**src/rtl/clkdiv_pkg.sv**
```systemverilog
package clkdiv_pkg;
    localparam int M_W   = 4;
    localparam int N_W   = 3;
    localparam int CFG_W = M_W + N_W;

    // field order is significant: M occupies [6:3], N occupies [2:0]
    typedef struct packed {
        logic [M_W-1:0] m;
        logic [N_W-1:0] n;
    } cfg_t;
endpackage

```
**src/rtl/div_stage.sv**
```systemverilog
module div_stage #(
    parameter int W = 4
) (
    input  logic         clk,
    input  logic         rst,
    input  logic         en_in,
    input  logic [W-1:0] limit,
    output logic         tc
);
    logic [W-1:0] cnt_d, cnt_q;

    always_comb begin
        cnt_d = cnt_q;
        tc    = en_in && (cnt_q == limit);
        if (en_in) begin
            if (cnt_q == limit) cnt_d = '0;
            else                cnt_d = cnt_q + W'(1);
        end
    end

    always_ff @(posedge clk) begin
        if (rst) cnt_q <= '0;
        else     cnt_q <= cnt_d;
    end
endmodule

```
**src/rtl/serial_clk_divider.sv**
```systemverilog
module serial_clk_divider
    import clkdiv_pkg::*;
#(
    parameter int PRE_DIV  = 2,
    parameter int M_OFFSET = 1
) (
    input  logic             clk,
    input  logic             rst,
    input  logic             wr_en,
    input  logic [CFG_W-1:0] wr_data,
    output logic [CFG_W-1:0] rd_data,
    output logic             div_en,
    output logic             div_clk
);
    localparam int W1 = (PRE_DIV > 1) ? $clog2(PRE_DIV) : 1;
    localparam int W2 = 4;
    localparam int W3 = (2 ** N_W) - 1;
    localparam int W4 = $clog2((2 ** M_W) + M_OFFSET);

    typedef struct packed {
        cfg_t shadow;
        cfg_t active;
        logic en;
        logic lvl;
    } state_t;

    state_t s_d, s_q;
    logic tc1, tc2, tc3, tc4;
    logic [W3-1:0] lim3;
    logic [W4-1:0] lim4;

    generate
        if (PRE_DIV == 1) begin : g_nopre
            assign tc1 = 1'b1;
        end else begin : g_pre
            div_stage #(.W(W1)) u_pre (
                .clk  (clk),
                .rst  (rst),
                .en_in(1'b1),
                .limit(W1'(PRE_DIV - 1)),
                .tc   (tc1)
            );
        end
    endgenerate

    div_stage #(.W(W2)) u_ten (
        .clk  (clk),
        .rst  (rst),
        .en_in(tc1),
        .limit(W2'(9)),
        .tc   (tc2)
    );

    always_comb begin
        lim3 = '0;
        for (int i = 0; i < W3; i++) begin
            if (i < int'(s_q.active.n)) lim3[i] = 1'b1;
        end
        lim4 = W4'(s_q.active.m) + W4'(M_OFFSET - 1);
    end

    div_stage #(.W(W3)) u_pow2 (
        .clk  (clk),
        .rst  (rst),
        .en_in(tc2),
        .limit(lim3),
        .tc   (tc3)
    );

    div_stage #(.W(W4)) u_mul (
        .clk  (clk),
        .rst  (rst),
        .en_in(tc3),
        .limit(lim4),
        .tc   (tc4)
    );

    always_comb begin
        s_d    = s_q;
        s_d.en = 1'b0;
        if (wr_en) s_d.shadow = cfg_t'(wr_data);
        if (tc4) begin
            s_d.active = s_q.shadow;
            s_d.en     = 1'b1;
            s_d.lvl    = ~s_q.lvl;
        end
    end

    always_ff @(posedge clk) begin
        if (rst) s_q <= '0;
        else     s_q <= s_d;
    end

    assign rd_data = s_q.shadow;
    assign div_en  = s_q.en;
    assign div_clk = s_q.lvl;
endmodule

```
**config.mk**
```make
export PLATFORM = sky130hd
export DESIGN_NAME = serial_clk_divider
export DESIGN_NICKNAME = d
export VERILOG_FILES = /design/src/rtl/clkdiv_pkg.sv /design/src/rtl/div_stage.sv /design/src/rtl/serial_clk_divider.sv
export SDC_FILE = /design/constraint.sdc
export NUM_CORES = 1
export LEC_CHECK = 0
export BUFFER_PORTS_ARGS = -buffer_cell sky130_fd_sc_hd__buf_2
export CORE_ASPECT_RATIO = 0.7
export CORE_UTILIZATION = 45
export DETAILED_ROUTE_END_ITERATION = 16
export SETUP_SLACK_MARGIN = 0.2
export SLEW_MARGIN = 20
export SYNTH_ARGS = -nofsm -noshare
export SYNTH_HDL_FRONTEND = slang
export SYNTH_SLANG_ARGS = --single-unit
export TNS_END_PERCENT = 50
```
**constraint.sdc**
```tcl
create_clock -name clk -period 5 [get_ports clk]
set_clock_uncertainty 0.05 [all_clocks]
set_input_delay 0.5 -clock clk [delete_from_list [all_inputs] [get_ports clk]]
set_output_delay 0.5 -clock clk [all_outputs]
set_load 0.02 [all_outputs]
```
=== After elaboration in Yosys (flattened, before gate mapping) ===
Cells that the tools add are included.

* Register bits after elaboration: 33
* Bits of input ports: 10
* Output and inout port bits: 9
* Word-level logic and storage cells: 40

* $add $sub $neg: 4
* Magnitude comparators: 7
* Eq/ne operators: 3
* Muxes and demuxes: 11
* Bitwise operators: 1
* Reduce and logical (&&, ||, !) cells: 4

{| class="wikitable"
|+ Operator list
! operator !! count
|-
| less-than comparator 3 bit, first input constant || 3
|-
| adder 7 x 1 -> 7 bit, second input constant || 1
|-
| equality test 7 bit || 1
|-
| 2-to-1 mux 1 bit || 7
|-
| 2-to-1 mux 7 bit || 1
|-
| less-than comparator 1 x 3 -> 1 bit, first input constant || 2
|-
| less-than comparator 2 x 3 -> 1 bit, first input constant || 2
|-
| adder 5 x 1 -> 5 bit, second input constant || 1
|-
| equality test 5 x 4 -> 1 bit || 1
|-
| 2-to-1 mux 5 bit || 1
|-
| adder 4 x 1 -> 4 bit, second input constant || 1
|-
| equality test 4 bit, second input constant || 1
|-
| 2-to-1 mux 4 bit || 1
|-
| logical AND 1 bit || 3
|-
| 2-to-1 mux 2 bit || 1
|-
| OR reduction 2 bit || 1
|-
| adder 1 bit, second input constant || 1
|-
| inverter 1 bit || 1
|}

=== Depth between registers and ports, before layout ===
* Word-level depth: 6
* Mapped depth: 8
* Gate-level depth less buffers: 6

=== Cells and area by module ===
Synthesis repeated with hierarchy kept, for this count alone.

* Cells, all modules: 172
* Area total of the unflattened synthesis: 1711.6 µm²

{| class="wikitable"
|+ Modules (own cells, without submodules)
! module !! instances !! cells each !! area an instance (µm²) !! sequential area each (µm²)
|-
| serial_clk_divider || 1 || 65 || 664.4 || 320.3
|-
| div_stage at u_pow2 || 1 || 45 || 447.9 || 140.1
|-
| div_stage at u_mul || 1 || 29 || 285.3 || 100.1
|-
| div_stage at u_ten || 1 || 27 || 256.5 || 80.1
|-
| div_stage at g_pre.u_pre || 1 || 6 || 57.6 || 20.0
|}

=== Least setup slack after synthesis ===
Ideal clock, no wire load.

* Path kind: register -> register
* From: register s_q[3] (netlist bit)
* To: register s_q, in the netlist div_clk
* Library setup time: 70 ps
* Arrival: 1964 ps
* Required time: 4880 ps
* Slack: 2916 ps
* Cell stages (with the launch flop): 8
* Buffers on the path: 2
* Clock period less this slack: 2084 ps
* Path through: dfxtp_1 > buf_2 > or3_1 > or3_1 > a32o_2 > buf_6 > or4_1 > a21oi_1

* Cells in the longest elaborated chain, start to end: 5
* Elaborated cells between the ends (all ways): 17
* Those cells by class: order compare (7); eq/ne (1); mux (7); reduce/logical (2)

{| class="wikitable"
|+ Ends and longest elaborated chain
! item !! RTL line !! text
|-
| start, declared || serial_clk_divider.sv:27 || <nowiki>state_t s_d, s_q;</nowiki>
|-
| start signal, assigned || serial_clk_divider.sv:90 || <nowiki>if (rst) s_q <= '0;</nowiki>
|-
| start signal, assigned || serial_clk_divider.sv:91 || <nowiki>else s_q <= s_d;</nowiki>
|-
| less-than comparator 1 x 3 -> 1 bit, or another cell as far along || serial_clk_divider.sv:57 || <nowiki>if (i < int'(s_q.active.n)) lim3[i] = 1'b1;</nowiki>
|-
| 2-to-1 mux 1 bit || serial_clk_divider.sv:57 ||
|-
| equality test 7 bit * || div_stage.sv:14 || <nowiki>tc = en_in && (cnt_q == limit);</nowiki>
|-
| logical AND 1 bit * (2 in a row) || div_stage.sv:14 ||
|}

Every way passes the cells marked *; elsewhere a longest branch is shown, timed or not.
A chain may end at the register's enable or synchronous reset.

=== Worst setup path after layout ===
* From: register s_q[2] (netlist bit)
* To: register u_mul.cnt_q[3]

* Cells in the longest elaborated chain, start to end: 4
* Elaborated cells between the ends (all ways): 16
* Those cells by class: order compare (7); eq/ne (1); mux (7); reduce/logical (1)

{| class="wikitable"
|+ Ends and longest elaborated chain
! item !! RTL line !! text
|-
| less-than comparator 1 x 3 -> 1 bit, or another cell as far along || serial_clk_divider.sv:57 ||
|-
| 2-to-1 mux 1 bit || serial_clk_divider.sv:57 ||
|-
| equality test 7 bit * || div_stage.sv:14 ||
|-
| logical AND 1 bit * || div_stage.sv:14 ||
|-
| end signal, assigned || div_stage.sv:23 || <nowiki>else cnt_q <= cnt_d;</nowiki>
|-
| end, declared || div_stage.sv:10 || <nowiki>logic [W-1:0] cnt_d, cnt_q;</nowiki>
|}

Marks and branches as above.

==> results.cfg <==
[logic_synthesis]
postSynthAreaPerCell_um2 = 8.75
synth_seq_cells = 33
synth_top_family_by_area = simple AND/OR/NAND/NOR gates
synth_edf_count = 0
netlist_area_mm2 = 0.00167
synth_ff_type = dfxtp_1
postSynthCellCount = 191
synth_cell_type_count = 44
synthesis.nets = 203
synthArstFlopShare = 0
ys_seq_area_frac = 0.396
synthTopCellsByArea = dfxtp_1 40%, mux2i_1 4.2%, a21oi_1 3.9%
yosys.area.top_type = dfxtp_1
synth-compound-area-share = 0.173
synthAdderAreaFrac = 0.0150
synth-simple-area-share = 0.239
synthXorXnorAreaFrac = 0.0629
yosys.area.top_type_share = 0.396
ys_warn_count = 0
muxShareOfSynthArea = 0.0419

[power]
clockPowerShare = 0.393
p_int_uw = 375
p_leak_uw = 0.000704
switching_share = 0.239
power_frac_comb = 0.051
irDropWorstVdd_mv = 0.190
p_sw_uw = 118
p_seq_frac = 0.556
p_total_uw = 492
power_density_mw_per_mm2 = 275

[timing]
timing.final.hold_violations = 0
tns_ns = 0
timing.fmax_mhz = 431
setup_violations = 0
relSlewSlack = 0.579
min_period_over_period = 0.464
period_minus_slack_ns = 2.32
worst_pin_slew_ns = 0.629
rsz0062_at_grt = no
maxSlewViolCount = 0

[routing]
ant_nets = 0
drtIter0Drc = 84
wl_per_cell_um = 14.4
via_count = 1412
drcViolationCount = 0
viasPerCell = 5.72
finalWirelength_mm = 3.56
firstDrtPassIters = 4

[cts]
clkSinkCount = 33
postCtsSetupBuffers = 0
clock_tree.buffer_depth = 2
ctsHoldBuffers = 0
worstSkewPairLatency_ns = 0.29
clock-root-buffer = clkbuf_8
cts_tree = done
cts_resized = 0
cts-buffers-inserted = 5
cts_max_level = 2
clkTransAtPathRegs_ns = 0.07

[setup_path]
max_stage_delay_ns = 0.46
criticalPathCategory = reg -> reg
r2r_cells = 5
worst_ep_arrival_time_ns = 2.48
end_kind = register
worstPathRequired_ns = 5.16
reg2reg_from = s_q[2]
crit_fanout = 18
crit_slowest_cell = nor4_1
critPathMostFrequentCell = or3_1
worstPathCellList = or3_1 -> or3_1 -> a32o_2 -> nor4_1 -> o2bb2ai_1
critPathLaunch = s_q[2]
critical_path.startpoint_type = register

[final_layout]
nets = 208
fin_cells = 247
area_growth_pct = 7.27
multi_input_area_um2 = 888
layout-drive-gt1-share = 0.142
register_area_um2 = 661
diodes = 0
fill_cells = 354

[floorplan]
row_count = 18
ios = 19
dieArea_mm2 = 0.00396
die_height_um = 53.0
initial_core_util = 0.472
coreArea_mm2 = 0.00354
die_w_um = 74.8

[global_routing]
grt_use_total = 0.201
grt_pass1_wl_mm = 5.77
grt-ovfl-total = 0
grt_pass1_vias = 1205
grt_antenna_before_repair = 0
grt_max_degree = 34

[flow_run]
cap_viol_max_count = 0

[hold_path]
min_path_type = in -> reg
min_from = wr_data[6]
hold_depth = 3

[placement]
port_buffers = 18
dp.cells = 239
dp_hpwl_mm = 2.53
gp_congestion = 0.813

[run_status]
status = completed
-- logic make-up (layout without fill, tap and decap cells) --
logic type / count (synthesis) / after routing
simple gates: 74 / 74
compound gates: 41 / 41
flops: 33 / 33
buf+inv: 22 / 28
xor+xnor: 12 / 12
mux: 7 / 7
fa+ha+maj: 2 / 2
-- final timing paths --
check | end | slack (ns)
max | u_mul.cnt_q[3] | 2.68
min | rd_data[6] | 0.39
max reg2reg | u_mul.cnt_q[3] | 2.68
min reg2reg | s_q[6] | 0.43
-- synth_stat cells, drive strengths merged (3+ instances only) --
library cell  instances
o2bb2ai               3
nor4                  5
nand2                 9
nor3                 12
clkbuf                9
nand4                 9
a21oi                13
o21ai                 3
xor2                  6
dfxtp                33
mux2i                 7
nand3                 5
xnor2                 6
or3                   3
o31ai                 8
nor2                 17
buf                  11
-- critical path, delay by kind of cell (launching register included) --
| family | cells | cell delay (ns) |
|---|---|---|
| compound gates | 2 | 0.59 |
| simple gates | 3 | 1.21 |
| flops | 1 | 0.39 |
-- registers in the layout, indices dropped and copies added, names as in the netlist --
name / count
div_clk: 1
div_en: 1
g_pre.u_pre.cnt_q: 1
rd_data: 7
s_q: 7
u_mul.cnt_q: 5
u_pow2.cnt_q: 7
u_ten.cnt_q: 4
-- layer usage --
metal | vias up | GRT usage | wire length (µm) | share of wire
li1 | 714 | - | - | -
met1 | 655 | 0.293 | 1910 | 0.54
met2 | 35 | 0.270 | 1440 | 0.40
met3 | 8 | 0.0514 | 147 | 0.041
met4 | 0 | 0.0943 | 64 | 0.018
met5 | - | 0 | 0 | 0
-- through the flow --
| stage | cell area [µm²] | hold WS (ns) | worst slack, ns | utilization |
|---|---|---|---|---|
| global route | 1790 | 0.421 | 2.56 | 0.507 |
| floorplan | 1670 | 0.399 | 2.92 | - |
| CTS | 1790 | 0.391 | 2.69 | 0.507 |
| finish | 1790 | 0.394 | 2.68 | 0.507 |
| detailed placement | 1710 | 0.422 | 2.71 | 0.483 |
| global placement | 1710 | 0.413 | 2.82 | 0.483 |
-- layout make-up --
type	instances	share of cell area
inverters	2	0.00419
clock buffers	6	0.0405
multi-input cells	136	0.496
repair buffers	18	0.0503
well taps	50	0.0349
clock inverters	2	0.00559
flip-flops and latches	33	0.369
-- placed cells by master (no fill, tap or decap), types with 3 or more instances in the layout --
| cell | count |
|---|---|
| clkbuf_8 | 5 |
| a21oi_1 | 13 |
| o21ai_0 | 3 |
| o31ai_1 | 8 |
| xor2_1 | 6 |
| mux2i_1 | 7 |
| nand2_1 | 9 |
| dfxtp_1 | 33 |
| or3_1 | 3 |
| buf_2 | 18 |
| nand3_1 | 5 |
| xnor2_1 | 6 |
| nand4_1 | 9 |
| o2bb2ai_1 | 3 |
| nor3_1 | 11 |
| nor4_1 | 5 |
| nor2_1 | 17 |
-- power groups by stage --
stage,logic [µW],registers (µW),clock network [µW]
2_1_floorplan,22.0,278,0
3_3_place_gp,24.9,279,0
3_5_place_dp,25.6,279,0
4_1_cts,25.6,273,200
5_1_grt,28.3,274,210
6_report,25.4,274,193
Note: power is estimated with default switching activity, not from simulation.
